$ cat config.mk
export PLATFORM = sky130hd
export DESIGN_NAME = lvds7_deser
export DESIGN_NICKNAME = d
export VERILOG_FILES = /design/src/rtl/lvds7_pkg.sv /design/src/rtl/lvds7_lane_shift.sv /design/src/rtl/lvds7_align.sv /design/src/rtl/lvds7_out.sv /design/src/rtl/lvds7_deser.sv
export SDC_FILE = /design/constraint.sdc
export NUM_CORES = 1
export LEC_CHECK = 0
export ABC_AREA = 1
export BUFFER_PORTS_ARGS = -buffer_cell sky130_fd_sc_hd__buf_2
export CORE_UTILIZATION = 51
export DETAILED_ROUTE_END_ITERATION = 7
export PLACE_DENSITY = 0.72
export SLEW_MARGIN = 20
export SYNTH_ARGS = -nofsm -noshare
export SYNTH_HDL_FRONTEND = slang
export SYNTH_HIERARCHICAL = 1
export SYNTH_SLANG_ARGS = --single-unit
$ cat constraint.sdc
create_clock -name clk -period 2.2 [get_ports clk]
set_input_delay 0.11 -clock clk [delete_from_list [all_inputs] [get_ports clk]]
set_output_delay 0.11 -clock clk [all_outputs]
set_load 0.05 [all_outputs]
$ cat src/rtl/lvds7_pkg.sv
package lvds7_pkg;
  localparam int LANES  = 4;
  localparam int SLOTS  = 7;
  localparam int WORD   = LANES * SLOTS;
  localparam int POS_W  = 5;

  // per-lane output positions, earliest sample in the most significant field
  localparam logic [SLOTS*POS_W-1:0] POS_L0 = {5'd7,  5'd6,  5'd4,  5'd3,  5'd2,  5'd1,  5'd0};
  localparam logic [SLOTS*POS_W-1:0] POS_L1 = {5'd18, 5'd15, 5'd14, 5'd13, 5'd12, 5'd9,  5'd8};
  localparam logic [SLOTS*POS_W-1:0] POS_L2 = {5'd26, 5'd25, 5'd24, 5'd22, 5'd21, 5'd20, 5'd19};
  localparam logic [SLOTS*POS_W-1:0] POS_L3 = {5'd23, 5'd17, 5'd16, 5'd11, 5'd10, 5'd5,  5'd27};

  function automatic int out_pos(int lane, int slot);
    logic [SLOTS*POS_W-1:0] row;
    case (lane)
      0:       row = POS_L0;
      1:       row = POS_L1;
      2:       row = POS_L2;
      default: row = POS_L3;
    endcase
    return int'(row[(SLOTS-1-slot)*POS_W +: POS_W]);
  endfunction
endpackage

$ cat src/rtl/lvds7_lane_shift.sv
module lvds7_lane_shift #(
  parameter int SLOTS = 7
) (
  input  logic             clk,
  input  logic             clr,
  input  logic             din,
  output logic [SLOTS-1:0] frame
);
  logic [SLOTS-2:0] hist;

  always_ff @(posedge clk) begin
    if (clr) hist <= '0;
    else     hist <= {hist[SLOTS-3:0], din};
  end

  // current sample appended: bit SLOTS-1 is the earliest of the window
  assign frame = {hist, din};
endmodule

$ cat src/rtl/lvds7_align.sv
module lvds7_align #(
  parameter int SLOTS       = 7,
  parameter int HIGH_SLOTS  = 4,
  parameter int LOCK_FRAMES = 4
) (
  input  logic             clk,
  input  logic             clr,
  input  logic [SLOTS-1:0] pat,
  output logic             capture,
  output logic             drop,
  output logic             locked
);
  localparam int NEED = (LOCK_FRAMES < 2) ? 2 : LOCK_FRAMES;
  localparam int CW   = $clog2(SLOTS);
  localparam int GW   = $clog2(NEED + 1);
  localparam logic [SLOTS-1:0] ONES = SLOTS'((1 << HIGH_SLOTS) - 1);
  localparam logic [SLOTS-1:0] GOOD = ONES << (SLOTS - HIGH_SLOTS);

  logic          aligned;
  logic [CW-1:0] cnt;
  logic [GW-1:0] good;
  logic          frame_end, pat_ok, lock_next, edge_seen;

  assign edge_seen = pat[0] && !pat[1];
  assign frame_end = aligned && (cnt == CW'(SLOTS - 1));
  assign pat_ok    = (pat == GOOD);
  assign lock_next = (good >= GW'(NEED - 1));
  assign capture   = frame_end && pat_ok && lock_next;
  assign drop      = frame_end && !pat_ok;

  always_ff @(posedge clk) begin
    if (clr) begin
      aligned <= 1'b0;
      cnt     <= '0;
      good    <= '0;
      locked  <= 1'b0;
    end else if (!aligned) begin
      if (edge_seen) begin
        aligned <= 1'b1;
        cnt     <= CW'(1);
      end
    end else if (frame_end) begin
      cnt <= '0;
      if (pat_ok) begin
        good   <= lock_next ? GW'(NEED) : good + GW'(1);
        locked <= lock_next;
      end else begin
        aligned <= 1'b0;
        good    <= '0;
        locked  <= 1'b0;
      end
    end else begin
      cnt <= cnt + CW'(1);
    end
  end
endmodule

$ cat src/rtl/lvds7_out.sv
module lvds7_out #(
  parameter int LANES = 4,
  parameter int SLOTS = 7,
  parameter int WORD  = LANES * SLOTS
) (
  input  logic                   clk,
  input  logic                   clr,
  input  logic [LANES*SLOTS-1:0] frames,
  input  logic                   capture,
  input  logic                   drop,
  output logic [WORD-1:0]        word_o,
  output logic                   strobe_o
);
  import lvds7_pkg::*;

  logic [WORD-1:0] mapped;

  always_comb begin
    mapped = '0;
    for (int l = 0; l < LANES; l++)
      for (int s = 0; s < SLOTS; s++)
        mapped[out_pos(l, s)] = frames[l*SLOTS + SLOTS-1-s];
  end

  always_ff @(posedge clk) begin
    if (clr) begin
      word_o   <= '0;
      strobe_o <= 1'b0;
    end else begin
      strobe_o <= capture;
      if (capture)   word_o <= mapped;
      else if (drop) word_o <= '0;
    end
  end
endmodule

$ cat src/rtl/lvds7_deser.sv
module lvds7_deser #(
  parameter int HIGH_SLOTS  = 4,
  parameter int LOCK_FRAMES = 4
) (
  input  logic        clk,
  input  logic        rst,
  input  logic        shdn_n,
  input  logic        frm_lane_i,
  input  logic [3:0]  dat_lane_i,
  output logic [27:0] word_o,
  output logic        strobe_o,
  output logic        locked_o
);
  localparam int LANES = lvds7_pkg::LANES;
  localparam int SLOTS = lvds7_pkg::SLOTS;
  localparam int WORD  = lvds7_pkg::WORD;

  logic                   clr;
  logic [LANES*SLOTS-1:0] frames;
  logic [SLOTS-1:0]       pat;
  logic                   capture, drop;

  assign clr = rst || !shdn_n;

  for (genvar l = 0; l < LANES; l++) begin : g_lane
    lvds7_lane_shift #(.SLOTS(SLOTS)) u_shift (
      .clk(clk), .clr(clr), .din(dat_lane_i[l]),
      .frame(frames[l*SLOTS +: SLOTS])
    );
  end

  lvds7_lane_shift #(.SLOTS(SLOTS)) u_frm_shift (
    .clk(clk), .clr(clr), .din(frm_lane_i), .frame(pat)
  );

  lvds7_align #(.SLOTS(SLOTS), .HIGH_SLOTS(HIGH_SLOTS), .LOCK_FRAMES(LOCK_FRAMES)) u_align (
    .clk(clk), .clr(clr), .pat(pat),
    .capture(capture), .drop(drop), .locked(locked_o)
  );

  lvds7_out #(.LANES(LANES), .SLOTS(SLOTS), .WORD(WORD)) u_out (
    .clk(clk), .clr(clr), .frames(frames), .capture(capture), .drop(drop),
    .word_o(word_o), .strobe_o(strobe_o)
  );
endmodule

Yosys cells after proc, flatten, opt, wreduce, memory -nomap -nowiden
Index checks and enable logic that the tools add are counted.

storage, ports and cells
  register bits = 67

cells by class
  $add $sub $neg = 2
  multiplexer cells = 12
  $lt $le $gt $ge = 1
  reductions and logical operators = 12
  equal/unequal tests = 2

operator list
  operator               count
  $mux W28               2
  $mux W3                5
  $eq A7 B7 Y1 const B   1
  $add A3 B1 Y3 const B  2
  $logic_and A1 B1 Y1    5
  $mux W1                5
  $reduce_bool A2 Y1     2
  $eq A3 B3 Y1 const B   1
  $ge A3 B2 Y1 const B   1
  $logic_not A1 Y1       3
  $reduce_and A2 Y1      1
  $logic_or A1 B1 Y1     1

Logic depth before layout (Yosys ltp)
  depth in word-level cells = 5
  mapped depth = 10

Modules after synthesis
Netlist, hierarchy kept.

modules (own cells, without submodules)
  module            area an instance (µm²)  cells an instance  instances
  lvds7_out         1277.5                  183                1
  lvds7_lane_shift  172.7                   19                 5
  lvds7_align       467.9                   69                 1
  lvds7_deser       7.5                     2                  1

Worst setup path before layout
No wires, ideal clock.

  path type = reg2reg
  start point = register u_align.good[0]
  end point = register u_out.word_o[16]
  period minus slack after synthesis = 1527 ps
  data arrival time = 1468 ps
  setup time = 58 ps
  path slack = 673 ps
  cell stages (with the launch flop) = 11
  path through = dfxtp_1 > ha_1 > ha_1 > inv_1 > nand3_1 > inv_1 > nor2_1 > buf_6 > buf_8 > nand3_1 > nand2_1

on the way
  word-level cells in the longest chain between the ends = 3

ends and longest elaborated chain
  what                                            RTL line           text
  from (decl)                                     lvds7_align.sv:21  logic [GW-1:0] good;
  from (signal assigned)                          lvds7_align.sv:45  good <= lock_next ? GW'(NEED) : good + GW'(1);
  $ge A3 B2 Y1 (*)                                lvds7_align.sv:27  assign lock_next = (good >= GW'(NEED - 1));
  $logic_and A1 B1 Y1 (*)                         lvds7_align.sv:28  assign capture = frame_end && pat_ok && lock_next;
  net capture                                     lvds7_deser.sv:21  logic capture, drop;
  $mux W28 or $reduce_bool A2 Y1 (tied branches)  -
  to (signal assigned)                            lvds7_out.sv:31    if (capture) word_o <= mapped;
  to (decl)                                       lvds7_out.sv:11    output logic [WORD-1:0] word_o,

Mark *: on every way through the listed nets, which the timed path passes. The rest lies on a longest branch.
A chain may end at the register's enable or synchronous reset.

Final worst setup path
  start point = register u_align.good[0]
  end point = register u_out.word_o[27]

Same word-level chain as after synthesis.

==> impl_metrics.env <==
export IMPL_diodes=0
export IMPL_clkTransAtPathRegs_ns=0.06
export IMPL_finalHoldViolCount=0
export IMPL_rows=25
export IMPL_postCtsSetupRepairBufs=0
export IMPL_netlist_instances=349
export IMPL_die_area_um2=5420
export IMPL_port_buffers=37
export IMPL_period_share_pct=76.7
export IMPL_leakagePower_nw=1.37
export IMPL_path_max_fanout=18
export IMPL_grt_pass1_vias=1722
export IMPL_cap_violations=0
export IMPL_holdWs_ns=0.0160
export IMPL_cp_start_kind="register"
export IMPL_grt_overflow=0
export IMPL_cts_hold_buf=4
export IMPL_ys_ff_latch=67
export IMPL_fp_coreArea_um2=4820
export IMPL_met1_usage_pct=21.8
export IMPL_clkSinkCount=67
export IMPL_drt_iter0_markers=73
export IMPL_pwr_share_comb_pct=2.8
export IMPL_totalWireLength_um=4370
export IMPL_drc_errors=0
export IMPL_slew_viol_final=0
export IMPL_cts_max_path_buffers=2
export IMPL_clock_latency_ns=0.34
export IMPL_grt_util_met3_pct=4.12
export IMPL_ys_seq_area_share_pct=51.3
export IMPL_cts_htree_levels=3
export IMPL_crit_path_end_kind="register"
export IMPL_vias_per_cell=4.38
export IMPL_avgSynthCellArea_um2=7.50
export IMPL_cts_made_buffers=9
export IMPL_nets=402
export IMPL_arrival_ns=1.96
export IMPL_status="completed"
export IMPL_synth_cell_types=21
export IMPL_hp_class="in -> reg"
export IMPL_p_total_mw=2.27
export IMPL_max_freq_mhz=593
export IMPL_grt_pass1_wl_um=7200
export IMPL_cts_root_buf="clkbuf_8"
export IMPL_grt_max_degree=36
export IMPL_seqPwrFrac_pct=54.0
export IMPL_crit_required_ns=2.47
export IMPL_area_delta_synth_final_pct=15.9
export IMPL_fin_skew_ns=0.00515
export IMPL_peakVddDrop_v=0.000510
export IMPL_tightest_slew_ns=0.466
export IMPL_internal_power_mw=1.80
export IMPL_vias=2024
export IMPL_fp_dieW_um=73.6
export IMPL_yosys_warnings=6
export IMPL_gp_congestion=0.802
export IMPL_cts_tree="built"
export IMPL_grt_met2_usage_pct=27.7
export IMPL_die_h_um=73.6
export IMPL_wire_per_inst_um=9.47
export IMPL_antenna_found_initial=0
export IMPL_setup_viol=0
export IMPL_drive_above_1_share_pct=18.7
export IMPL_finalSetupTns_ns=0
export IMPL_hpwl_um=2800
export IMPL_post_cts_resized=0
export IMPL_period_needed_ns=1.69
export IMPL_syn_cell_area_um2=2620
export IMPL_rsz0062_at_grt="no"
export IMPL_powerDensity_nw_per_um2=749
export IMPL_switching_share_pct=21.0
export IMPL_clkPwrFrac_pct=43.3
export IMPL_grt_busiest_layer="met2"
export IMPL_io_pins=38
export IMPL_rrSetupSlack_ns=0.51
export IMPL_antenna_left=0
export IMPL_path_class="reg -> reg"
export IMPL_relSlewSlack_pct=68.9
export IMPL_grtUsageTotal_pct=17.7
export IMPL_initial_utilization_pct=54.3
export IMPL_first_pass_iters=4
export IMPL_switching_power_mw=0.476
export IMPL_synthesis_nets=361
[path summary, 6_finish.rpt]
check                            start                   endpoint  cells past startpoint
max reg2reg            u_align/good[0]           u_out/word_o[27]                     10
max                    u_align/good[0]           u_out/word_o[27]                     10
min                         frm_lane_i        u_frm_shift/hist[0]                      3
min reg2reg  g_lane[3].u_shift/hist[0]  g_lane[3].u_shift/hist[1]                      2
[cell families (layout without fill, tap and decap cells)]
kind of cell / count (synthesis) / after routing / share of synthesized area, %
AND/OR/NAND/NOR: 181 / 181 / 29.7
buffers and inverters: 89 / 135 / 15.5
flip-flops: 67 / 67 / 51.3
AO/OA/AOI/OAI: 8 / 8 / 1.53
adder cells (fa/ha/maj): 4 / 4 / 1.91
[registers in the layout, indices dropped and copies added (netlist names)]
register,count
g_lane.u_shift/hist,24
u_align/aligned,1
u_align/good,3
u_frm_shift/hist,6
u_align/locked,1
u_out/word_o,28
u_out/strobe_o,1
u_align/cnt,3
[cell usage after synthesis, drive strengths merged]
| library cell | instances | area [um^2] |
|---|---|---|
| nand2 | 74 | 280 |
| dfxtp | 67 | 1340 |
| nand3b | 1 | 7.51 |
| inv | 74 | 278 |
| nor2 | 69 | 299 |
| o21ai | 3 | 15.0 |
| ha | 4 | 50.1 |
| buf | 15 | 129 |
| or2 | 2 | 12.5 |
| nand4 | 3 | 18.8 |
| a21oi | 5 | 25.0 |
| nand3 | 32 | 160 |
[metal layers]
layer	vias up	wire (um)
met3	12	179
met1	877	2180
met2	36	1920
met4	0	91
li1	1099	-
met5	-	0
[power by group through the flow]
stage | Clock, mW | Combinational (mW) | Sequential [mW]
final | 0.983 | 0.0625 | 1.23
after detailed placement | 0 | 0.0578 | 1.25
after global routing | 1.05 | 0.0703 | 1.23
after CTS | 1.00 | 0.0634 | 1.23
after global placement | 0 | 0.0571 | 1.25
after floorplan | 0 | 0.0487 | 1.25
[cell type report]
class	instances	area, um^2
clock buffers	14	153
clock inverters	2	35.0
fillers	472	1790
inverters	74	278
multi-input cells	193	873
flip-flops and latches	67	1340
well taps	67	83.8
repair buffers	45	268
[layout by cell type (no fill, tap or decap)]
cell,count
a21oi_1,5
buf_12,1
buf_2,37
buf_4,3
bufinv_16,1
clkbuf_1,4
clkbuf_8,10
clkinv_2,1
dfxtp_1,67
dlygate4sd3_1,4
ha_1,4
inv_1,69
inv_2,5
nand2_1,72
nand2_2,2
nand3_1,32
nand3b_1,1
nand4_1,3
nor2_1,56
nor2_2,11
nor2_4,2
o21ai_0,1
o21ai_1,2
or2_0,1
or2_2,1
[worst max-delay path, cell delays in order, from the launching register on]
cell     delay [ns]
dfxtp_1        0.33
ha_1           0.20
ha_1           0.17
inv_1          0.05
nand3_1        0.10
inv_1          0.10
nor2_2         0.06
nor2_4         0.28
buf_12         0.19
nand2_1        0.06
nand2_1        0.06
[stage by stage]
stage / worst slack, ns / area [um^2] / util, % / instances
2_1_floorplan: 0.673 / 2620 / - / 349
3_3_place_gp: 0.573 / 2800 / 58.2 / 442
3_5_place_dp: 0.531 / 2800 / 58.2 / 442
4_1_cts: 0.503 / 3030 / 62.9 / 462
5_1_grt: 0.356 / 3030 / 62.9 / 462
6_report: 0.512 / 3030 / 62.9 / 462
(Power assumes the default switching activity.)
